## config.mk

```make
export PLATFORM = sky130hd
export DESIGN_NAME = sdac_dual_ctrl
export DESIGN_NICKNAME = d
export VERILOG_FILES = /design/src/rtl/sdac_pkg.sv /design/src/rtl/sdac_sync.sv /design/src/rtl/sdac_frame.sv /design/src/rtl/sdac_power.sv /design/src/rtl/sdac_chan.sv /design/src/rtl/sdac_dual_ctrl.sv
export SDC_FILE = /design/constraint.sdc
export NUM_CORES = 1
export LEC_CHECK = 0
export CAP_MARGIN = 20
export CORE_MARGIN = 2
export CORE_UTILIZATION = 55
export CTS_CLUSTER_SIZE = 16
export DETAILED_ROUTE_END_ITERATION = 10
export PLACE_DENSITY = 0.81
export SYNTH_ARGS = -nofsm -noshare
export SYNTH_HDL_FRONTEND = slang
export SYNTH_SLANG_ARGS = --single-unit
```

## constraint.sdc

```tcl
create_clock -name clk -period 1.4 [get_ports clk]
set_input_delay 0.28 -clock clk [delete_from_list [all_inputs] [get_ports clk]]
set_output_delay 0.28 -clock clk [all_outputs]
set_load 0.01 [all_outputs]
```

## src/rtl/sdac_pkg.sv

```systemverilog
package sdac_pkg;

    localparam int CODE_W = 10;
    localparam int CTRL_W = 4;
    localparam int PAD_W  = 2;
    localparam int WORD_W = CTRL_W + CODE_W + PAD_W;
    localparam int NUM_CH = 2;

    localparam logic [CTRL_W-1:0] OP_NOP      = 4'b0000;
    localparam logic [CTRL_W-1:0] OP_STAGE_A  = 4'b0001;
    localparam logic [CTRL_W-1:0] OP_STAGE_B  = 4'b0010;
    localparam logic [CTRL_W-1:0] OP_COMMIT   = 4'b1000;
    localparam logic [CTRL_W-1:0] OP_STAGE_A_COMMIT = 4'b1001;
    localparam logic [CTRL_W-1:0] OP_STAGE_B_COMMIT = 4'b1010;
    localparam logic [CTRL_W-1:0] OP_WAKE     = 4'b1101;
    localparam logic [CTRL_W-1:0] OP_SLEEP    = 4'b1110;
    localparam logic [CTRL_W-1:0] OP_BOTH_ALL = 4'b1111;

    typedef enum logic [1:0] {
        FR_IDLE  = 2'd0,
        FR_SHIFT = 2'd1,
        FR_EXEC  = 2'd2
    } frame_state_t;

    typedef enum logic {
        PWR_AWAKE  = 1'b0,
        PWR_ASLEEP = 1'b1
    } pwr_state_t;

    typedef struct packed {
        logic [NUM_CH-1:0] load;
        logic              update;
        logic              wake;
        logic              sleep;
    } op_t;

    function automatic op_t decode_op(input logic [CTRL_W-1:0] code);
        op_t op;
        op = '0;
        unique case (code)
            OP_STAGE_A:        op.load = 2'b01;
            OP_STAGE_B:        op.load = 2'b10;
            OP_COMMIT:         begin op.update = 1'b1; op.wake = 1'b1; end
            OP_STAGE_A_COMMIT: begin op.load = 2'b01; op.update = 1'b1; op.wake = 1'b1; end
            OP_STAGE_B_COMMIT: begin op.load = 2'b10; op.update = 1'b1; op.wake = 1'b1; end
            OP_WAKE:           op.wake = 1'b1;
            OP_SLEEP:          op.sleep = 1'b1;
            OP_BOTH_ALL:       begin op.load = 2'b11; op.update = 1'b1; op.wake = 1'b1; end
            default:           op = '0;
        endcase
        return op;
    endfunction

endpackage

```

## src/rtl/sdac_sync.sv

```systemverilog
module sdac_sync #(
    parameter int          W       = 3,
    parameter logic [W-1:0] RST_VAL = '0
) (
    input  logic         clk,
    input  logic         rst,
    input  logic [W-1:0] async_i,
    output logic [W-1:0] sync_o
);

    logic [W-1:0] meta_q;
    logic [W-1:0] sync_q;

    always_ff @(posedge clk) begin
        if (rst) begin
            meta_q <= RST_VAL;
            sync_q <= RST_VAL;
        end else begin
            meta_q <= async_i;
            sync_q <= meta_q;
        end
    end

    assign sync_o = sync_q;

endmodule

```

## src/rtl/sdac_frame.sv

```systemverilog
module sdac_frame
    import sdac_pkg::*;
#(
    parameter int CW = CTRL_W,
    parameter int DW = CODE_W,
    parameter int PW = PAD_W,
    localparam int WW = CW + DW + PW
) (
    input  logic          clk,
    input  logic          rst,
    input  logic          cs_s,
    input  logic          sclk_s,
    input  logic          sdata_s,
    output logic          exec_o,
    output logic [CW-1:0] cmd_o,
    output logic [DW-1:0] code_o
);

    frame_state_t state_q;
    frame_state_t state_d;
    logic         sclk_d;
    logic         sclk_rise;
    logic [WW-1:0] shreg_q;

    always_ff @(posedge clk) begin
        if (rst) begin
            sclk_d <= 1'b0;
        end else begin
            sclk_d <= sclk_s;
        end
    end

    assign sclk_rise = sclk_s & ~sclk_d;

    // state register
    always_ff @(posedge clk) begin
        if (rst) begin
            state_q <= FR_IDLE;
        end else begin
            state_q <= state_d;
        end
    end

    // next state
    always_comb begin
        state_d = state_q;
        unique case (state_q)
            FR_IDLE:  if (!cs_s) state_d = FR_SHIFT;
            FR_SHIFT: if (cs_s)  state_d = FR_EXEC;
            FR_EXEC:  state_d = cs_s ? FR_IDLE : FR_SHIFT;
            default:  state_d = FR_IDLE;
        endcase
    end

    // outputs
    always_comb begin
        exec_o = (state_q == FR_EXEC);
        cmd_o  = shreg_q[WW-1 -: CW];
        code_o = shreg_q[PW +: DW];
    end

    always_ff @(posedge clk) begin
        if (rst) begin
            shreg_q <= '0;
        end else if (!cs_s && sclk_rise) begin
            shreg_q <= {shreg_q[WW-2:0], sdata_s};
        end
    end

endmodule

```

## src/rtl/sdac_power.sv

```systemverilog
module sdac_power
    import sdac_pkg::*;
(
    input  logic clk,
    input  logic rst,
    input  logic go_i,
    input  logic wake_i,
    input  logic sleep_i,
    output logic hiz_o
);

    pwr_state_t state_q;
    pwr_state_t state_d;

    always_ff @(posedge clk) begin
        if (rst) begin
            state_q <= PWR_AWAKE;
        end else begin
            state_q <= state_d;
        end
    end

    always_comb begin
        state_d = state_q;
        unique case (state_q)
            PWR_AWAKE:  if (go_i && sleep_i) state_d = PWR_ASLEEP;
            PWR_ASLEEP: if (go_i && wake_i)  state_d = PWR_AWAKE;
            default:    state_d = PWR_AWAKE;
        endcase
    end

    always_comb begin
        hiz_o = (state_q == PWR_ASLEEP);
    end

endmodule

```

## src/rtl/sdac_chan.sv

```systemverilog
module sdac_chan #(
    parameter int DW = 10
) (
    input  logic          clk,
    input  logic          rst,
    input  logic          load_i,
    input  logic          update_i,
    input  logic [DW-1:0] code_i,
    output logic [DW-1:0] out_o
);

    logic [DW-1:0] stage_q;
    logic [DW-1:0] stage_d;
    logic [DW-1:0] out_q;

    assign stage_d = load_i ? code_i : stage_q;

    always_ff @(posedge clk) begin
        if (rst) begin
            stage_q <= '0;
            out_q   <= '0;
        end else begin
            stage_q <= stage_d;
            if (update_i) begin
                out_q <= stage_d;
            end
        end
    end

    assign out_o = out_q;

endmodule

```

## src/rtl/sdac_dual_ctrl.sv

```systemverilog
module sdac_dual_ctrl
    import sdac_pkg::*;
(
    input  logic              clk,
    input  logic              rst,
    input  logic              cs_ld_i,
    input  logic              sclk_i,
    input  logic              sdata_i,
    output logic [CODE_W-1:0] dac_a_o,
    output logic [CODE_W-1:0] dac_b_o,
    output logic              hiz_o
);

    logic [2:0]        pins_s;
    logic              cmd_exec;
    logic [CTRL_W-1:0] cmd;
    logic [CODE_W-1:0] code;
    op_t               op;
    logic [CODE_W-1:0] chan_out [NUM_CH];

    sdac_sync #(
        .W       (3),
        .RST_VAL (3'b100)
    ) i_sync (
        .clk     (clk),
        .rst     (rst),
        .async_i ({cs_ld_i, sclk_i, sdata_i}),
        .sync_o  (pins_s)
    );

    sdac_frame #(
        .CW (CTRL_W),
        .DW (CODE_W),
        .PW (PAD_W)
    ) i_frame (
        .clk     (clk),
        .rst     (rst),
        .cs_s    (pins_s[2]),
        .sclk_s  (pins_s[1]),
        .sdata_s (pins_s[0]),
        .exec_o  (cmd_exec),
        .cmd_o   (cmd),
        .code_o  (code)
    );

    assign op = decode_op(cmd);

    sdac_power i_power (
        .clk     (clk),
        .rst     (rst),
        .go_i    (cmd_exec),
        .wake_i  (op.wake),
        .sleep_i (op.sleep),
        .hiz_o   (hiz_o)
    );

    for (genvar ch = 0; ch < NUM_CH; ch++) begin : g_chan
        sdac_chan #(
            .DW (CODE_W)
        ) i_chan (
            .clk      (clk),
            .rst      (rst),
            .load_i   (cmd_exec & op.load[ch]),
            .update_i (cmd_exec & op.update),
            .code_i   (code),
            .out_o    (chan_out[ch])
        );
    end

    assign dac_a_o = chan_out[0];
    assign dac_b_o = chan_out[1];

endmodule

```

==> flow_summary_export.csv, run 1 <==
group,metric,value,unit
route,drc_errors,0,
global_routing,grt_usage,0.271,
cells_and_area,final_cell_mix,"dfxtp_1, a21oi_1, buf_4, nand2_1, dlygate4sd2_1",
logic_synthesis,synth_nets,300,
route,drt_wl_total,6920,um
die,die_h,74.4,um
placed_design,place_hpwl,4850,um
route,vias,2457,
placed_design,port_buffers,25,
pwr,p_switching,0.693,mW
cts,clock_sinks,66,
pwr,p_int,2.66,mW
worst_setup_path,slowest_stage,"dfxtp_1",
sta,fmax,747,MHz
placed_design,gp_congestion,0.886,
cts,htreeDepth,3,
cells_and_area,drive_gt1_frac,0.188,
worst_setup_path,crit_fanout,20,
worst_setup_path,cp.required,1.65,ns
worst_setup_path,worstPathCellList,"and3b_2 > and3_4 > a311oi_1",
cells_and_area,final_core_util,0.705,
global_routing,grt_pass1_vias,2330,
route,viasPerCell,6.10,
die,die_x,74.4,um
placed_design,post-place-ws,0.00270,ns
cells_and_area,syn_to_final_growth,22.8,%
sta,fin_ws,0.0618,ns
worst_setup_path,cp-start-kind,"flip-flop",
die,die_area,5540,um^2
job,drv_cap,0,
sta,tightest_slew,0.377,ns
global_routing,grt_max_degree,34,
logic_synthesis,ys_seq_area_frac,0.484,
worst_setup_path,critical_path_class,"reg2reg",
route,wl_per_cell,17.2,um
pwr,peakVddDrop,0.000821,V
worst_setup_path,endpoint_kind,"flip-flop",
cts,cts_hold_buf,0,
cells_and_area,antenna_cells,0,
die,core_area,4750,um^2
pwr,sequentialPowerShare,0.564,
die,rows,25,
worst_hold_path,min_path_type,"in2reg",
sta,max-slew-margin-rel,0.749,
pwr,combPwrFrac,0.019,
cts,clk_latency,0.35,ns
sta,finalCriticalPeriod,1.34,ns
logic_synthesis,synth_warnings,0,
worst_setup_path,cp_num_buf_inv,0,
pwr,clkPwrFrac,0.417,
route,ant_nets,0,
die,initial_core_util,0.574,
cts,cts_max_path_buffers,2,
route,drtIter0Drc,194,
logic_synthesis,synth_area_per_cell,9.25,um^2
sta,hold_viol,0,
logic_synthesis,ys_seq_elements,66,
status,status,"completed",
cells_and_area,nNetsFinal,340,
sta,report.final.slew_viol_count,0,
worst_setup_path,crit_family,"simple AND/OR/NAND/NOR gates",
global_routing,antenna_found_initial,0,
cts,cts_inserted_buffers,9,
cts,clk_pin_slew_worst_paths,0.06,ns
global_routing,grt_first_pass_wirelength,11000,um
cells_and_area,final_common_cell,"dfxtp_1",
sta,fin_crit_sh,0.956,
cts,cts-root-buf,"clkbuf_8",
die,ioPinCount,26,
cts,cts_tree,"yes",
route,firstDrtPassIters,4,
logic_synthesis,syn_area,2730,um^2
worst_setup_path,arrival,1.59,ns
logic_synthesis,synthCells,295,
sta,skew,0.00854,ns
pwr,p_sw_frac,0.206,
cts,postCtsSetupBuffers,0,
logic_synthesis,yosysUniqueCellTypes,29,
pwr,powerDensity,1000,nW/um^2
global_routing,overflow,0,
pwr,power.leakage,1.27,nW
sta,finalSetupViolations,0,
worst_setup_path,cp_slowest_stage_delay,0.44,ns
power by group through the flow:
| stage | Combinational, mW | Clock [mW] | Sequential [mW] |
|---|---|---|---|
| floorplan | 0.0371 | 0 | 1.93 |
| global placement | 0.0623 | 0 | 1.93 |
| detailed placement | 0.0640 | 0 | 1.94 |
| CTS | 0.0644 | 1.42 | 1.89 |
| global route | 0.0698 | 1.49 | 1.89 |
| finish | 0.0641 | 1.40 | 1.89 |
layout make-up:
class	count	area, um^2
fill	398	1400
multi-input combinational	196	1250
tap	67	83.8
sequential	66	1330
clock buffer	12	165
inverter	1	3.75
timing repair buffer	61	518
Yosys cell counts:
cell / number / area (um^2)
a211oi_1: 1 / 7.51
a21bo_1: 1 / 10.0
a21oi_1: 38 / 190
a2bb2oi_1: 20 / 175
a311oi_1: 20 / 175
a31oi_1: 20 / 125
and3_1: 2 / 12.5
and3_4: 1 / 11.3
and3b_1: 3 / 26.3
buf_2: 16 / 80.1
buf_4: 2 / 15.0
buf_6: 2 / 22.5
clkbuf_1: 10 / 37.5
clkbuf_2: 2 / 10.0
dfxtp_1: 66 / 1320
inv_1: 1 / 3.75
nand2_1: 32 / 120
nand2b_1: 1 / 6.26
nand3b_1: 3 / 22.5
nand4b_1: 1 / 8.76
nor2_2: 2 / 12.5
nor2b_1: 5 / 31.3
nor3b_2: 1 / 12.5
nor4bb_1: 1 / 10.0
o211ai_1: 20 / 150
o21ai_0: 20 / 100
o21ba_1: 1 / 10.0
or2_2: 2 / 12.5
or3b_1: 1 / 8.76
kinds of logic (layout without fill, tap and decap cells):
logic type | count (synthesis) | count (layout) | synth area share
compound gates | 141 | 141 | 0.346
flops | 66 | 66 | 0.484
simple gates | 55 | 55 | 0.108
buf+inv | 33 | 74 | 0.0619
timing repair:
item | in CTS | in global routing
pin swaps | 0 | 1
resized for setup | 22 | 8
endpoints found under the hold margin | 0 | 0
setup endpoints to repair | 22 | 27
per-layer routing:
layer,global-route usage,up-vias,part of all wire
met4,0.155,0,0.031
met2,0.443,95,0.49
met1,0.319,1140,0.41
met5,0,-,0
met3,0.0759,22,0.071
li1,-,1200,-
state kept, by name, indices dropped and copies added (netlist names):
register,flops
i_frame.shreg_q,16
i_sync.sync_o,3
g_chan.i_chan.out_o,20
i_sync.meta_q,3
g_chan.i_chan.stage_q,20
i_frame.state_q,2
i_frame.sclk_d,1
i_power.hiz_o,1
through the flow:
| stage | std cells | power, mW | setup TNS [ns] | instance area (um^2) | hold slack (ns) |
|---|---|---|---|---|---|
| 3_3_place_gp | 391 | 2.00 | 0 | 3190 | 0.401 |
| 3_5_place_dp | 391 | 2.00 | 0 | 3190 | 0.406 |
| 5_1_grt | 403 | 3.46 | -0.0287 | 3350 | 0.377 |
| 2_1_floorplan | 295 | 1.97 | 0 | 2730 | 0.384 |
| 4_1_cts | 403 | 3.38 | 0 | 3330 | 0.350 |
| 6_report | 403 | 3.36 | 0 | 3350 | 0.345 |
path summary, 6_finish.rpt:
| path | startpoint | end | slack [ns] | depth (start not counted) |
|---|---|---|---|---|
| min | rst | i_frame.shreg_q[4] | 0.34 | 2 |
| max reg2reg | i_frame.state_q[0] | g_chan[0].i_chan.out_o[8] | 0.06 | 3 |
| min reg2reg | i_sync.meta_q[2] | i_sync.sync_o[2] | 0.42 | 1 |
| max | i_frame.state_q[0] | g_chan[0].i_chan.out_o[8] | 0.06 | 3 |
No activity file was read; power rests on OpenSTA's default activity.
==> inputs of run 2 (changes only) <==
DONT_BUFFER_PORTS = 1   (was not set)
PLACE_DENSITY = 0.74   (was 0.81)
==> run 2 against run 1 <==
Fmax fell by 1.9%; clock-buffer cell count decreased by 2; clock skew is 0.0012 ns lower; largest cell class unchanged; via count is 0.45% lower.
==> flow_summary_export.csv, run 2 (synthesis results as in run 1) <==
group,metric,value,unit
status,status,"completed",
cells_and_area,final_core_util,0.682,
worst_setup_path,cp_slowest_stage_delay,0.41,ns
die,rows,25,
global_routing,grt_use_met2,0.442,
cells_and_area,antenna_cells,0,
cts,htreeDepth,3,
cells_and_area,final_cell_mix,"dfxtp_1, a21oi_1, nand2_1",
placed_design,place_hpwl,4050,um
die,core_area,4750,um^2
cells_and_area,fin_cells,384,
die,die_area,5540,um^2
cts,cts-root-buf,"clkbuf_8",
route,viasPerCell,6.37,
worst_setup_path,cp.required,1.63,ns
cts,clock_sinks,66,
route,vias,2446,
worst_setup_path,cp-start-kind,"flip-flop",
pwr,powerDensity,1070,nW/um^2
global_routing,grt_max_degree,24,
sta,hold_viol,0,
global_routing,grt_first_pass_wirelength,11500,um
global_routing,overflow,0,
sta,max-slew-margin-rel,0.372,
sta,fin_crit_sh,0.974,
die,die_x,74.4,um
worst_hold_path,min_path_type,"in2reg",
cts,cts_tree,"yes",
sta,finalSetupViolations,0,
placed_design,dp.cells,356,
route,wl_per_cell,19.1,um
placed_design,port_buffers,0,
route,firstDrtPassIters,4,
cts,clk_pin_slew_worst_paths,0.07,ns
cts,postCtsSetupBuffers,0,
global_routing,grt_pass1_vias,2338,
sta,fmax,733,MHz
worst_setup_path,endpoint_kind,"flip-flop",
sta,hold-worst-slack,0.0234,ns
global_routing,grt_busiest_layer,"met2",
pwr,power.leakage,1.10,nW
cells_and_area,nNetsFinal,317,
global_routing,grtUsageMet3,0.119,
sta,tightest_slew,0.943,ns
cells_and_area,syn_to_final_growth,18.8,%
pwr,power,3.47,mW
cts,clk_latency,0.34,ns
global_routing,grt_usage,0.281,
sta,rsz0062_at_grt,"true",
worst_setup_path,worstPathCellList,"and3b_1 > and3_4 > a311oi_1",
cells_and_area,final_common_cell,"dfxtp_1",
sta,fin_ws,0.0358,ns
global_routing,met1_usage,0.337,
placed_design,gp_congestion,0.794,
route,ant_nets,0,
global_routing,antenna_found_initial,0,
cts,cts_inserted_buffers,9,
worst_setup_path,critical_path_class,"reg2reg",
worst_setup_path,slowest_stage,"dfxtp_1",
sta,report.final.slew_viol_count,0,
route,drtIter0Drc,316,
die,initial_core_util,0.574,
sta,finalCriticalPeriod,1.36,ns
placed_design,post-place-ws,-0.0164,ns
die,die_h,74.4,um
die,ioPinCount,26,
cts,cts_max_path_buffers,2,
worst_setup_path,crit_fanout,20,
job,drv_cap,0,
worst_setup_path,arrival,1.60,ns
sta,skew,0.00730,ns
route,drt_wl_total,7330,um
cells_and_area,drive_gt1_frac,0.180,
pwr,peakVddDrop,0.000870,V
route,drc_errors,0,
run 2: final timing paths:
kind | startpoint | endpoint | slack (ns) | cells past startpoint
hold / removal | rst | g_chan[1].i_chan.out_o[9] | 0.02 | 1
setup reg to reg | i_frame.state_q[0] | g_chan[0].i_chan.out_o[8] | 0.04 | 3
setup / recovery | i_frame.state_q[0] | g_chan[0].i_chan.out_o[8] | 0.04 | 3
hold reg to reg | i_sync.meta_q[2] | i_sync.sync_o[2] | 0.42 | 1
run 2: per-stage QoR:
stage | area [um^2] | TNS, ns
final | 3240 | 0
after global routing | 3240 | -0.0592
after CTS | 3180 | 0
after detailed placement | 2880 | -0.0164
after global placement | 2880 | 0
after floorplan | 2730 | 0
run 2: routing by layer:
metal,vias to the layer above,routed length (um)
met3,12,552
met4,0,111
met1,1176,2910
met2,96,3750
li1,1162,-
met5,-,0
run 2: timing repair:
action	CTS	global route
pin swaps	0	1
gates resized for setup	2	14
hold buffers	11	1
hold endpoints to repair	22	8
gates cloned	0	0
setup endpoints to repair	3	31
run 2: area by class of cell:
class,count,area [um^2]
tap,67,83.8
timing repair buffer,38,367
inverter,1,3.75
fill,405,1510
multi-input combinational,196,1280
clock inverter,6,57.6
clock buffer,10,128
sequential,66,1330
run 2: where the power goes:
part | total [mW] | internal, mW | switching (mW)
clock network | 1.50 | 0.809 | 0.693
logic | 0.0777 | 0.0336 | 0.0441
registers | 1.89 | 1.89 | 0.00579
run 2: worst max-delay path, delay by kind of cell (launching register included):
kind	cells	cell delay, ns
AOI/OAI and AO/OA	1	0.35
DFF	1	0.41
and+or+nand+nor	2	0.49
==> inputs of run 3 (changes only) <==
--- a/config.mk
+++ b/config.mk
@@ -9,3 +9,3 @@
 export CORE_MARGIN = 2
-export CORE_UTILIZATION = 55
+export CORE_UTILIZATION = 35
 export CTS_CLUSTER_SIZE = 16
@@ -13,3 +13,3 @@
 export DONT_BUFFER_PORTS = 1
-export PLACE_DENSITY = 0.74
+export PLACE_DENSITY = 0.53
 export SYNTH_ARGS = -nofsm -noshare
==> constraint.sdc (replaced) <==
create_clock -name clk -period 1.4 [get_ports clk]
set_input_delay 0.21 -clock clk [delete_from_list [all_inputs] [get_ports clk]]
set_output_delay 0.21 -clock clk [all_outputs]
set_load 0.01 [all_outputs]
==> run 3 against run 2 <==
The flow now finishes with violations (negative hold slack); critical path type unchanged; non-clock buffer count shrank 4; clock-buffer cell count is the same; first-iteration DRC count decreased by 65%; final area up 1.4%.
==> flow_summary_export.csv, run 3 (synthesis results as in run 1) <==
group,metric,value,unit
die,initial_core_util,0.357,
worst_setup_path,rrSetupSlack,0.04,ns
sta,finalCriticalPeriod,1.36,ns
cts,cts_tree,"yes",
cells_and_area,nFillCells,744,
worst_setup_path,cp.required,1.68,ns
worst_setup_path,cp_num_buf_inv,2,
cells_and_area,final_cell_mix,"dfxtp_1, a21oi_1, nand2_1",
sta,hold-worst-slack,-0.0465,ns
cells_and_area,final_common_cell,"dfxtp_1",
worst_hold_path,hold_end,"i_frame.shreg_q[4]",
worst_setup_path,r2r-end,"i_frame.state_q[1]",
worst_hold_path,hold_path_depth,1,
worst_setup_path,endpoint_kind,"flip-flop",
worst_setup_path,crit_family,"buffers and inverters",
worst_setup_path,crit_fanout,6,
pwr,power,3.73,mW
sta,finalSetupViolations,0,
placed_design,gp_congestion,0.788,
cts,cts-root-buf,"clkbuf_8",
sta,skew,0.0122,ns
cts,cts_max_path_buffers,2,
status,violations,"negative hold slack",
global_routing,grt_pass1_vias,2145,
cts,cts_inserted_buffers,9,
die,core_area,7650,um^2
global_routing,grt_first_pass_wirelength,11200,um
sta,fmax,736,MHz
die,die_h,92.3,um
pwr,power.leakage,1.10,nW
worst_setup_path,r2r_start,"i_frame.state_q[1]",
global_routing,grt_usage,0.169,
route,firstDrtPassIters,4,
cts,clock_sinks,66,
cells_and_area,final_core_util,0.430,
route,drt_wl_total,6860,um
pwr,powerDensity,1130,nW/um^2
placed_design,place_hpwl,4340,um
job,drv_cap,0,
global_routing,grt_max_degree,67,
route,ant_nets,0,
sta,rsz0062_at_grt,"false",
sta,max-slew-margin-rel,0.816,
cts,clk_latency,0.35,ns
route,drtIter0Drc,110,
cells_and_area,drive_gt1_frac,0.176,
route,vias,2314,
cells_and_area,fin_area,3290,um^2
cells_and_area,syn_to_final_growth,20.5,%
cts,clk_pin_slew_worst_paths,0.07,ns
worst_setup_path,cp_slowest_stage_delay,0.57,ns
cts,cts_hold_buf,10,
cells_and_area,antenna_cells,0,
placed_design,post-place-ws,-0.00266,ns
cts,htreeDepth,3,
cts,postCtsSetupBuffers,0,
sta,fin_crit_sh,0.970,
worst_setup_path,cp-start-kind,"flip-flop",
die,die_x,92.3,um
worst_hold_path,min-delay-start,"rst",
pwr,peakVddDrop,0.000471,V
worst_hold_path,min_path_type,"in2reg",
route,drc_errors,0,
status,status,"finished, violations left",
die,die_area,8520,um^2
sta,report.final.slew_viol_count,0,
cells_and_area,nNetsFinal,313,
worst_setup_path,slowest_stage,"dlygate4sd3_1",
placed_design,port_buffers,0,
global_routing,antenna_found_initial,0,
placed_design,dpl_cell_area,2920,um^2
worst_setup_path,r2r_cells,3,
worst_setup_path,critical_path_class,"reg2reg",
worst_setup_path,arrival,1.64,ns
sta,hold_viol,47,
sta,fin_ws,0.0420,ns
global_routing,overflow,0,
sta,tightest_slew,0.275,ns
die,rows,32,
die,ioPinCount,26,
route,viasPerCell,5.58,
route,wl_per_cell,16.5,um
worst_setup_path,worstPathCellList,"buf_4 > nor4bb_1 > dlygate4sd3_1",
-- run 3: cell count changes in the layout (fill, tap and decap cells not counted), moves of 2 or more --
cell	previous run	this run
a2bb2oi_2	6	1
a2bb2oi_1	14	19
a311oi_1	20	18
clkinv_2	4	1
a311oi_2	0	2
buf_4	20	18
o21ai_0	18	20
o21ai_1	2	0
-- run 3: per-stage QoR --
| stage | instances | hold slack [ns] | TNS (ns) |
|---|---|---|---|
| final | 415 | -0.0465 | 0 |
| after global routing | 415 | -0.0951 | 0 |
| after CTS | 415 | -0.0977 | 0 |
| after global placement | 389 | 0.285 | 0 |
| after detailed placement | 389 | 0.285 | -0.00375 |
| after floorplan | 295 | 0.314 | 0 |
-- run 3: routing by layer --
layer,global-route usage,wire [um],vias up,share of wire
met5,0,0,-,0
met3,0.0431,274,5,0.040
li1,-,-,1146,-
met1,0.235,3320,1113,0.48
met2,0.255,3210,50,0.47
met4,0.0560,47,0,0.0069
-- run 3: cell type report --
type	count	area, um^2	share of cell area
clock buffer	10	138	0.0419
clock inverter	6	88.8	0.0270
inverter	1	3.75	0.00114
multi-input combinational	196	1260	0.384
sequential	66	1330	0.404
tap	102	128	0.0388
timing repair buffer	34	338	0.103
-- run 3: how the worst max path moves through the flow --
stage / start / end / slack (ns) / cells past startpoint
2_1_floorplan: i_frame.shreg_q[14] / g_chan[0].i_chan.out_o[8] / 0.15 / 5
3_3_place_gp: i_frame.shreg_q[14] / g_chan[0].i_chan.out_o[9] / 0.0007 / 4
3_5_place_dp: i_frame.shreg_q[13] / g_chan[0].i_chan.out_o[3] / -0.003 / 5
4_1_cts: i_frame.state_q[1] / i_frame.state_q[1] / 0.04 / 3
5_1_grt: i_frame.shreg_q[12] / g_chan[1].i_chan.out_o[6] / 0.0002 / 5
6_report: i_frame.state_q[1] / i_frame.state_q[1] / 0.04 / 3
-- run 3: timing repair --
action | in CTS | in global routing
gates resized for setup | 3 | 9
pin swaps | 0 | 2
hold endpoints to repair | 65 | 56
setup endpoints to repair | 5 | 24
-- run 3: report_power, final --
group	leakage [nW]	switching [mW]	total, mW	internal (mW)
logic	0.460	0.00696	0.0310	0.0240
clock network	0.109	0.758	1.81	1.05
registers	0.535	0.00515	1.89	1.88
total	1.10	0.770	3.73	2.96
